`src/rtl/shaper_pkg.sv`:
```
package shaper_pkg;

  // Reason the release gate is open or shut in a given cycle.
  typedef enum logic [1:0] {
    GATE_OPEN      = 2'd0,
    GATE_NO_CREDIT = 2'd1,
    GATE_SPACING   = 2'd2
  } gate_e;

endpackage

```
`src/rtl/credit_bucket.sv`:
```
module credit_bucket #(
  parameter int DEPTH_W = 8,
  parameter int FRAC_W  = 8
) (
  input  logic               clk,
  input  logic               rst_n,
  input  logic [DEPTH_W-1:0] depth_i,
  input  logic [FRAC_W-1:0]  rate_i,
  input  logic               tick_i,
  input  logic               take_i,
  output logic [DEPTH_W-1:0] level_o,
  output logic               avail_o
);

  localparam int SUM_W = DEPTH_W + 1;

  logic [FRAC_W-1:0] frac_q;
  logic [FRAC_W:0]   frac_sum;
  logic              earn;
  logic [SUM_W-1:0]  with_earn;
  logic [SUM_W-1:0]  after_take;
  logic [DEPTH_W-1:0] level_d;

  always_comb begin
    frac_sum   = {1'b0, frac_q} + {1'b0, rate_i};
    earn       = tick_i & frac_sum[FRAC_W];
    with_earn  = {1'b0, level_o} + {{DEPTH_W{1'b0}}, earn};
    // Subtract before clamping so a full bucket that earns and spends stays full.
    after_take = (take_i && (with_earn != '0)) ? with_earn - SUM_W'(1) : with_earn;
    level_d    = (after_take > {1'b0, depth_i}) ? depth_i : after_take[DEPTH_W-1:0];
  end

  always_ff @(posedge clk) begin
    if (!rst_n) begin
      level_o <= depth_i;
      frac_q  <= '0;
    end else begin
      level_o <= level_d;
      if (tick_i) frac_q <= frac_sum[FRAC_W-1:0];
    end
  end

  assign avail_o = (level_o != '0);

  assert_cap_R5: assert property (@(posedge clk) disable iff (!rst_n)
    $stable(depth_i) |-> (level_o <= depth_i));

  assert_no_take_empty_R2: assert property (@(posedge clk) disable iff (!rst_n)
    take_i |-> (level_o != '0));

  assert_take_one_R3: assert property (@(posedge clk) disable iff (!rst_n)
    (take_i && !earn) |=> (!$stable(depth_i) || (level_o == $past(level_o) - 1'b1)));

  assert_pair_hold_R7: assert property (@(posedge clk) disable iff (!rst_n)
    (take_i && earn) |=> (!$stable(depth_i) || $stable(level_o)));

endmodule

```
`src/rtl/release_spacer.sv`:
```
module release_spacer #(
  parameter int GAP_W = 4
) (
  input  logic             clk,
  input  logic             rst_n,
  input  logic [GAP_W-1:0] gap_i,
  input  logic             fire_i,
  output logic             open_o
);

  logic [GAP_W-1:0] wait_q;

  always_ff @(posedge clk) begin
    if (!rst_n) begin
      wait_q <= '0;
    end else if (fire_i) begin
      wait_q <= (gap_i > GAP_W'(1)) ? gap_i - GAP_W'(1) : '0;
    end else if (wait_q != '0) begin
      wait_q <= wait_q - GAP_W'(1);
    end
  end

  assign open_o = (wait_q == '0);

  assert_gap_hold_R6: assert property (@(posedge clk) disable iff (!rst_n)
    (fire_i && (gap_i > GAP_W'(1))) |=> !open_o);

  assert_fire_when_open_R6: assert property (@(posedge clk) disable iff (!rst_n)
    fire_i |-> open_o);

endmodule

```
`src/rtl/dual_rate_shaper.sv`:
```
module dual_rate_shaper
  import shaper_pkg::*;
#(
  parameter int DATA_W  = 8,
  parameter int DEPTH_W = 8,
  parameter int FRAC_W  = 8,
  parameter int GAP_W   = 4
) (
  input  logic               clk,
  input  logic               rst_n,
  input  logic [DEPTH_W-1:0] cfg_depth,
  input  logic [FRAC_W-1:0]  cfg_rate,
  input  logic [GAP_W-1:0]   cfg_gap,
  input  logic               rate_tick,
  input  logic               in_valid,
  input  logic [DATA_W-1:0]  in_data,
  output logic               in_ready,
  output logic               out_valid,
  output logic [DATA_W-1:0]  out_data,
  input  logic               out_ready,
  output logic [DEPTH_W-1:0] token_level,
  output logic               stalled
);

  gate_e gate;
  logic  has_credit;
  logic  spacing_open;
  logic  fire;

  credit_bucket #(
    .DEPTH_W(DEPTH_W),
    .FRAC_W (FRAC_W)
  ) u_bucket (
    .clk    (clk),
    .rst_n  (rst_n),
    .depth_i(cfg_depth),
    .rate_i (cfg_rate),
    .tick_i (rate_tick),
    .take_i (fire),
    .level_o(token_level),
    .avail_o(has_credit)
  );

  release_spacer #(
    .GAP_W(GAP_W)
  ) u_spacer (
    .clk   (clk),
    .rst_n (rst_n),
    .gap_i (cfg_gap),
    .fire_i(fire),
    .open_o(spacing_open)
  );

  always_comb begin
    if (!has_credit)        gate = GATE_NO_CREDIT;
    else if (!spacing_open) gate = GATE_SPACING;
    else                    gate = GATE_OPEN;
  end

  assign out_valid = in_valid && (gate == GATE_OPEN);
  assign in_ready  = out_ready && (gate == GATE_OPEN);
  assign out_data  = in_data;
  assign fire      = out_valid && out_ready;
  assign stalled   = in_valid && (gate != GATE_OPEN);

  assert_stall_blocks_R8: assert property (@(posedge clk) disable iff (!rst_n)
    stalled |-> !in_ready);

  assert_backpressure_R9: assert property (@(posedge clk) disable iff (!rst_n)
    !out_ready |-> !in_ready);

  assert_empty_closed_R2: assert property (@(posedge clk) disable iff (!rst_n)
    (token_level == '0) |-> (!out_valid && !in_ready));

  assert_level_steady_R9: assert property (@(posedge clk) disable iff (!rst_n)
    (!out_ready && !rate_tick) |=> (!$stable(cfg_depth) || $stable(token_level)));

endmodule

```
`config.mk`:
```
export PLATFORM = sky130hd
export DESIGN_NAME = dual_rate_shaper
export DESIGN_NICKNAME = d
export VERILOG_FILES = /design/src/rtl/shaper_pkg.sv /design/src/rtl/credit_bucket.sv /design/src/rtl/release_spacer.sv /design/src/rtl/dual_rate_shaper.sv
export SDC_FILE = /design/constraint.sdc
export NUM_CORES = 1
export LEC_CHECK = 0
export ABC_CLOCK_PERIOD_IN_PS = 8250
export CORE_AREA = 2 2 63 65
export DETAILED_ROUTE_END_ITERATION = 10
export DIE_AREA = 0 0 65 67
export DONT_BUFFER_PORTS = 1
export PLACE_DENSITY_LB_ADDON = 0.08
export SYNTH_ARGS = -nofsm -noshare
export SYNTH_HDL_FRONTEND = slang
export SYNTH_SLANG_ARGS = --single-unit
export TNS_END_PERCENT = 50
```
`constraint.sdc`:
```
create_clock -name clk -period 8.25 [get_ports clk]
set_clock_uncertainty 0.05 [all_clocks]
set_input_delay 1.65 -clock clk [delete_from_list [all_inputs] [get_ports clk]]
set_output_delay 1.65 -clock clk [all_outputs]
set_load 0.01 [all_outputs]
```
; ---- After elaboration in Yosys (flattened, before gate mapping)
; Cells that the tools add are included.
; Widths: inputs -> output; s select.
[word_totals]
register_bits = 20
input_bits = 33
word_cells = 31
[op_classes]
addsub = 5
magnitude_cmp = 2
n_mux = 8
bitwise = 1
n_reduce_logical = 12
[ops]
columns = cell, n
row1 = $mux 8, 2
row2 = $mux 4, 3
row3 = $add 8x1->9, 1
row4 = $add 8x8->9, 1
row5 = $gt 9x8->1, 1
row6 = $mux 9, 1
row7 = $reduce_bool 9->1, 1
row8 = $sub 9x1->9 const B, 1
row9 = $reduce_bool 8->1, 1
row10 = $sub 4x1->4 const B, 2
row11 = $logic_and 1x1->1, 5
row12 = $gt 4x1->1 const B, 1
row13 = $logic_not 4->1, 1
row14 = $mux 2, 2
row15 = $reduce_bool 2->1, 2
row16 = $reduce_bool 4->1, 1
row17 = $logic_not 2->1, 1
row18 = $and 1x1->1, 1

; ---- Logic depth before layout (Yosys ltp)
[logic_depth]
word_depth = 11
ltp_mapped = 23
mapped_depth_nobuf = 22

; ---- Hierarchy
; Synthesis repeated with hierarchy kept, for this count alone.
[unflattened]
hier_cells = 233
area_unflattened_um2 = 2024.4
[by_module_without_submodules]
columns = mod, n_inst, cells_per_inst, area_per_inst_um2
row1 = credit_bucket, 1, 184, 1617.8
row2 = release_spacer, 1, 37, 316.6
row3 = dual_rate_shaper, 1, 12, 90.1

; ---- Least setup slack after synthesis
; OpenSTA, ideal clock, no wires.
[synth_timing]
path_kind = input port to flip-flop
startpoint = input cfg_rate[0]
endpoint = register u_bucket.level_o[4]
setup_ns = 0.121
t_arrival_ns = 6.156
setup_slack_ns = 1.922
stages = 23
cell_sequence = ha_1 -> fa_1 -> a21o_1 -> a21oi_1 -> o21bai_1 -> a21o_1 -> a21oi_1 -> o21ai_0 -> ha_1 -> ha_1 -> or3_1 -> o31ai_1 -> and3_1 -> clkbuf_1 -> a21oi_1 -> mux2i_1 -> ha_1 -> nor2b_1 -> o21ai_0 -> a21oi_1 -> o21ai_0 -> o2111ai_4 -> mux2_4
[synth_between]
elab_chain_len = 9
elab_cells_between_ends = 10
cone_classes = 3 x add/sub / 1 x order compare / 3 x mux / 1 x bitwise / 2 x reduce/logical
[synth_lines]
columns = item, line_no
row1 = from (decl), dual_rate_shaper.sv:12  ; input logic [FRAC_W-1:0] cfg_rate,
row2 = $add 8x8->9 *, credit_bucket.sv:25  ; frac_sum = {1'b0, frac_q} + {1'b0, rate_i};
row3 = $and 1x1->1 *, credit_bucket.sv:26  ; earn = tick_i & frac_sum[FRAC_W];
row4 = $add 8x1->9 *, credit_bucket.sv:27  ; with_earn = {1'b0, level_o} + {{DEPTH_W{1'b0}}, earn};
row5 = branches (longest 2 deep; another with $sub 9x1->9), -
row6 = $mux 9 *, credit_bucket.sv:29  ; after_take = (take_i && (with_earn != '0)) ? with_earn - SUM_W'(1) : with_earn;
row7 = $gt 9x8->1, credit_bucket.sv:30  ; level_d = (after_take > {1'b0, depth_i}) ? depth_i : after_take[DEPTH_W-1:0];
row8 = $mux 8 *, credit_bucket.sv:30
row9 = $mux 8 *, credit_bucket.sv:34  ; if (!rst_n) begin
row10 = to (signal assigned), credit_bucket.sv:35  ; level_o <= depth_i;
row11 = to (signal assigned), credit_bucket.sv:38  ; level_o <= level_d;
row12 = to (decl), credit_bucket.sv:11  ; output logic [DEPTH_W-1:0] level_o,
; Every way passes the cells marked *.
; A chain may end at the register's enable or synchronous reset.

; ---- Worst setup path in the final report
; Same ends and word-level chain as after synthesis.

==> run_results.csv <==
group,metric,value,unit
logic_synthesis,synth_edf_count,0,
place,io_buffers,0,
critical_path,critPathMaxStageDelay,0.41,ns
cells_and_area,stdcell_count,273,
grt,grt_max_degree,17,
cells_and_area,fin_nets,284,
floorplanning,pin_count,52,
critical_path,end_kind,"flip-flop",
detailed_routing,vias_per_cell,5.70,
power,total_power,528,uW
grt,grt_pass1_wl,7.13,mm
grt,track_usage,20.8,%
clock_network,cts_resized,0,
critical_path,crit_arrival,6.66,ns
logic_synthesis,synthArstFlopShare,0,%
floorplanning,dieArea,4360,sq um
job,cap_violations,0,
power,p_sw_share,43.2,%
logic_synthesis,ys_types,53,
power,power.density,254,nW/um^2
logic_synthesis,yosysSeqAreaShare,19.3,%
critical_path,crit_buf_inv,0,
floorplanning,die_height,67,microns
sta,tns,0,ns
sta,max_freq,152,MHz
critical_path,cp.required,8.35,ns
detailed_routing,drc,0,
clock_network,cts_hold_buf,0,
floorplanning,row_count,22,
floorplanning,core-area,3610,sq um
logic_synthesis,ys_ff_latch,20,
power,seq_power_share,33.5,%
critical_path,worstSetupPathType,"in -> reg",
logic_synthesis,netlist_area,2070,sq um
status,outcome,"finished clean",
place,gp_congestion,0.864,
place,dp.cells,269,
critical_path,cp_max_fo,8,
sta,slew_headroom,59.2,%
critical_path,critical_path.startpoint_type,"primary input",
detailed_routing,vias,1555,
power,power_switching,228,uW
sta,fin_crit_sh,79.6,%
cells_and_area,layout-drive-gt1-share,10.2,%
clock_network,cts_max_path_buffers,2,
clock_network,cts_buffers,3,
critical_path,cp_cell_sequence,"ha_1, fa_1, a21o_1, a21oi_1, o21bai_1, a21o_1, a21oi_1, o21ai_0, ha_1, ha_1, or3_1, o31ai_1, and3_1, a21oi_1, mux2i_1, ha_1, nor2b_1, o21ai_0, a21oi_1, o21ai_0, o2111ai_4, mux2_4",
power,irDropWorstVdd,0.000137,V
cells_and_area,areaGrowthSynthToFinish,0.302,%
power,pwr-share-comb,52.5,%
sta,worstMarginPinSlew,0.597,ns
clock_network,path_clk_slew,0.07,ns
sta,final-hold-violation-count,0,
logic_synthesis,synthesis.nets,296,
clock_network,clk_latency,0.25,ns
detailed_routing,drt_iter0_drc,101,
logic_synthesis,synth.avg_cell_area,8.71,sq um
sta,layout_min_cycle_time,6.57,ns
clock_network,cts_tree,"done",
grt,grt_pass1_vias,1580,
critical_path,crit_family,"compound AO/OA/AOI/OAI gates",
min_path,hp-class,"reg -> reg",
grt,grt_overflow_total,0,
cells_and_area,n_antenna_cell,0,
detailed_routing,drtAntennaViolNets,0,
logic_synthesis,ys_warn_count,0,
logic_synthesis,synth_flop_cell,"dfxtp_1",
power,p_leak,0.903,nW
logic_synthesis,netlist_instances,238,
place,dp_hpwl,3.36,mm
floorplanning,die_width,65,microns
clock_network,post_cts_buffers,0,
detailed_routing,routed_wl,4.12,mm
clock_network,clock-sinks,20,
grt,grt_antenna_before_repair,0,
sta,slew_viol_final,0,
detailed_routing,firstDrtPassIters,4,
power,clock_power_share,14.0,%
critical_path,critPathSlowestCell,"fa_1",
sta,finalSetupViolations,0,
floorplanning,start_util,57.5,%
sta,rsz0062_at_grt,"no",
clock_network,root_buffer,"clkbuf_8",
power,p_int,300,uW
detailed_routing,wl_per_cell,15.1,microns
clock_network,h-tree-depth,1,
sequential cells by signal, summed over array words and instances (netlist names):
name              count
u_bucket.frac_q       8
u_bucket.level_o      8
u_spacer.wait_q       4
cell families (layout without fill, tap and decap cells):
| family | Yosys count | in the layout | share of synthesized area (%) |
|---|---|---|---|
| XOR/XNOR | 20 | 20 | 8.45 |
| AO/OA/AOI/OAI | 43 | 43 | 16.3 |
| multiplexers | 16 | 16 | 8.57 |
| AND/OR/NAND/NOR | 77 | 77 | 23.0 |
| buffers and inverters | 37 | 24 | 8.88 |
| adder cells (fa/ha/maj) | 25 | 25 | 15.5 |
| flip-flops | 20 | 20 | 19.3 |
path summary, 6_finish.rpt:
| path | startpoint | end | slack (ns) | cells past startpoint |
|---|---|---|---|---|
| min | u_bucket.frac_q[2] | u_bucket.frac_q[2] | 0.44 | 1 |
| max reg2reg | u_bucket.frac_q[0] | u_bucket.level_o[4] | 2.76 | 22 |
| max | cfg_rate[0] | u_bucket.level_o[4] | 1.68 | 22 |
| min reg2reg | u_bucket.frac_q[2] | u_bucket.frac_q[2] | 0.44 | 1 |
per-stage QoR:
stage	instance area [sq um]	hold WS, ns	utilization, %	worst slack (ns)
after floorplan	2070	0.407	-	1.92
after global placement	2020	0.414	56.1	1.73
after detailed placement	2020	0.424	56.1	1.44
after CTS	2080	0.442	57.6	1.73
after global routing	2080	0.450	57.6	1.40
final	2080	0.440	57.6	1.68
power groups by stage:
stage,Clock (mW),Sequential (mW),Combinational [mW]
floorplan,0,0.154,0.255
global placement,0,0.176,0.268
detailed placement,0,0.178,0.275
CTS,0.0755,0.176,0.277
global route,0.0812,0.181,0.315
finish,0.0739,0.177,0.277
cells in the mapped netlist (2+ instances only):
| library cell | n | share of area [%] |
|---|---|---|
| ha_1 | 24 | 14 |
| dfxtp_1 | 20 | 19 |
| inv_1 | 20 | 3.6 |
| nand2_1 | 15 | 2.7 |
| nor2_1 | 12 | 2.2 |
| xnor2_1 | 12 | 5.1 |
| nor3_1 | 10 | 2.4 |
| a21oi_1 | 9 | 2.2 |
| buf_4 | 9 | 3.3 |
| mux2i_1 | 8 | 3.9 |
| nor2b_1 | 8 | 2.4 |
| xor2_1 | 8 | 3.4 |
| mux2_2 | 6 | 3.3 |
| o21ai_0 | 6 | 1.4 |
| and2_1 | 5 | 1.5 |
| nand3b_1 | 5 | 1.8 |
| a211oi_1 | 4 | 1.4 |
| clkbuf_1 | 4 | 0.72 |
| nand3_1 | 4 | 0.97 |
| a21o_1 | 3 | 1.1 |
| buf_2 | 3 | 0.72 |
| o21a_1 | 3 | 1.1 |
| a22oi_1 | 2 | 0.72 |
| mux2_4 | 2 | 1.4 |
| nand4_1 | 2 | 0.60 |
| o211a_1 | 2 | 0.97 |
| o211ai_1 | 2 | 0.72 |
| o21bai_1 | 2 | 0.72 |
| or3_1 | 2 | 0.60 |
| or4_1 | 2 | 0.72 |
| or4_4 | 2 | 1.1 |
cell usage in the layout, fill, tap and decap left out, types with 3 or more instances in the layout:
cell type,instances
nand2_1,15
clkbuf_8,4
mux2i_1,8
o21a_1,3
nor2b_1,8
o21ai_0,6
xnor2_1,12
inv_1,20
nor3_1,10
and2_1,5
xor2_1,8
a21o_1,3
mux2_2,6
dfxtp_1,20
a211oi_1,4
nor2_1,12
a21oi_1,9
nand3b_1,5
nand3_1,4
ha_1,24
routing by layer:
| metal | vias up | track usage, % | wire length, microns |
|---|---|---|---|
| met3 | 4 | 3.89 | 233 |
| met2 | 38 | 34.0 | 1740 |
| met5 | - | 0 | 0 |
| li1 | 811 | - | - |
| met1 | 702 | 27.8 | 2100 |
| met4 | 0 | 6.38 | 44 |
layout make-up:
| type | count | area (sq um) |
|---|---|---|
| sequential | 20 | 400 |
| clock buffer | 4 | 55.1 |
| multi-input combinational | 181 | 1490 |
| tap | 48 | 60.1 |
| inverter | 20 | 75.1 |
| fill | 341 | 1530 |
(Power assumes the default switching activity.)
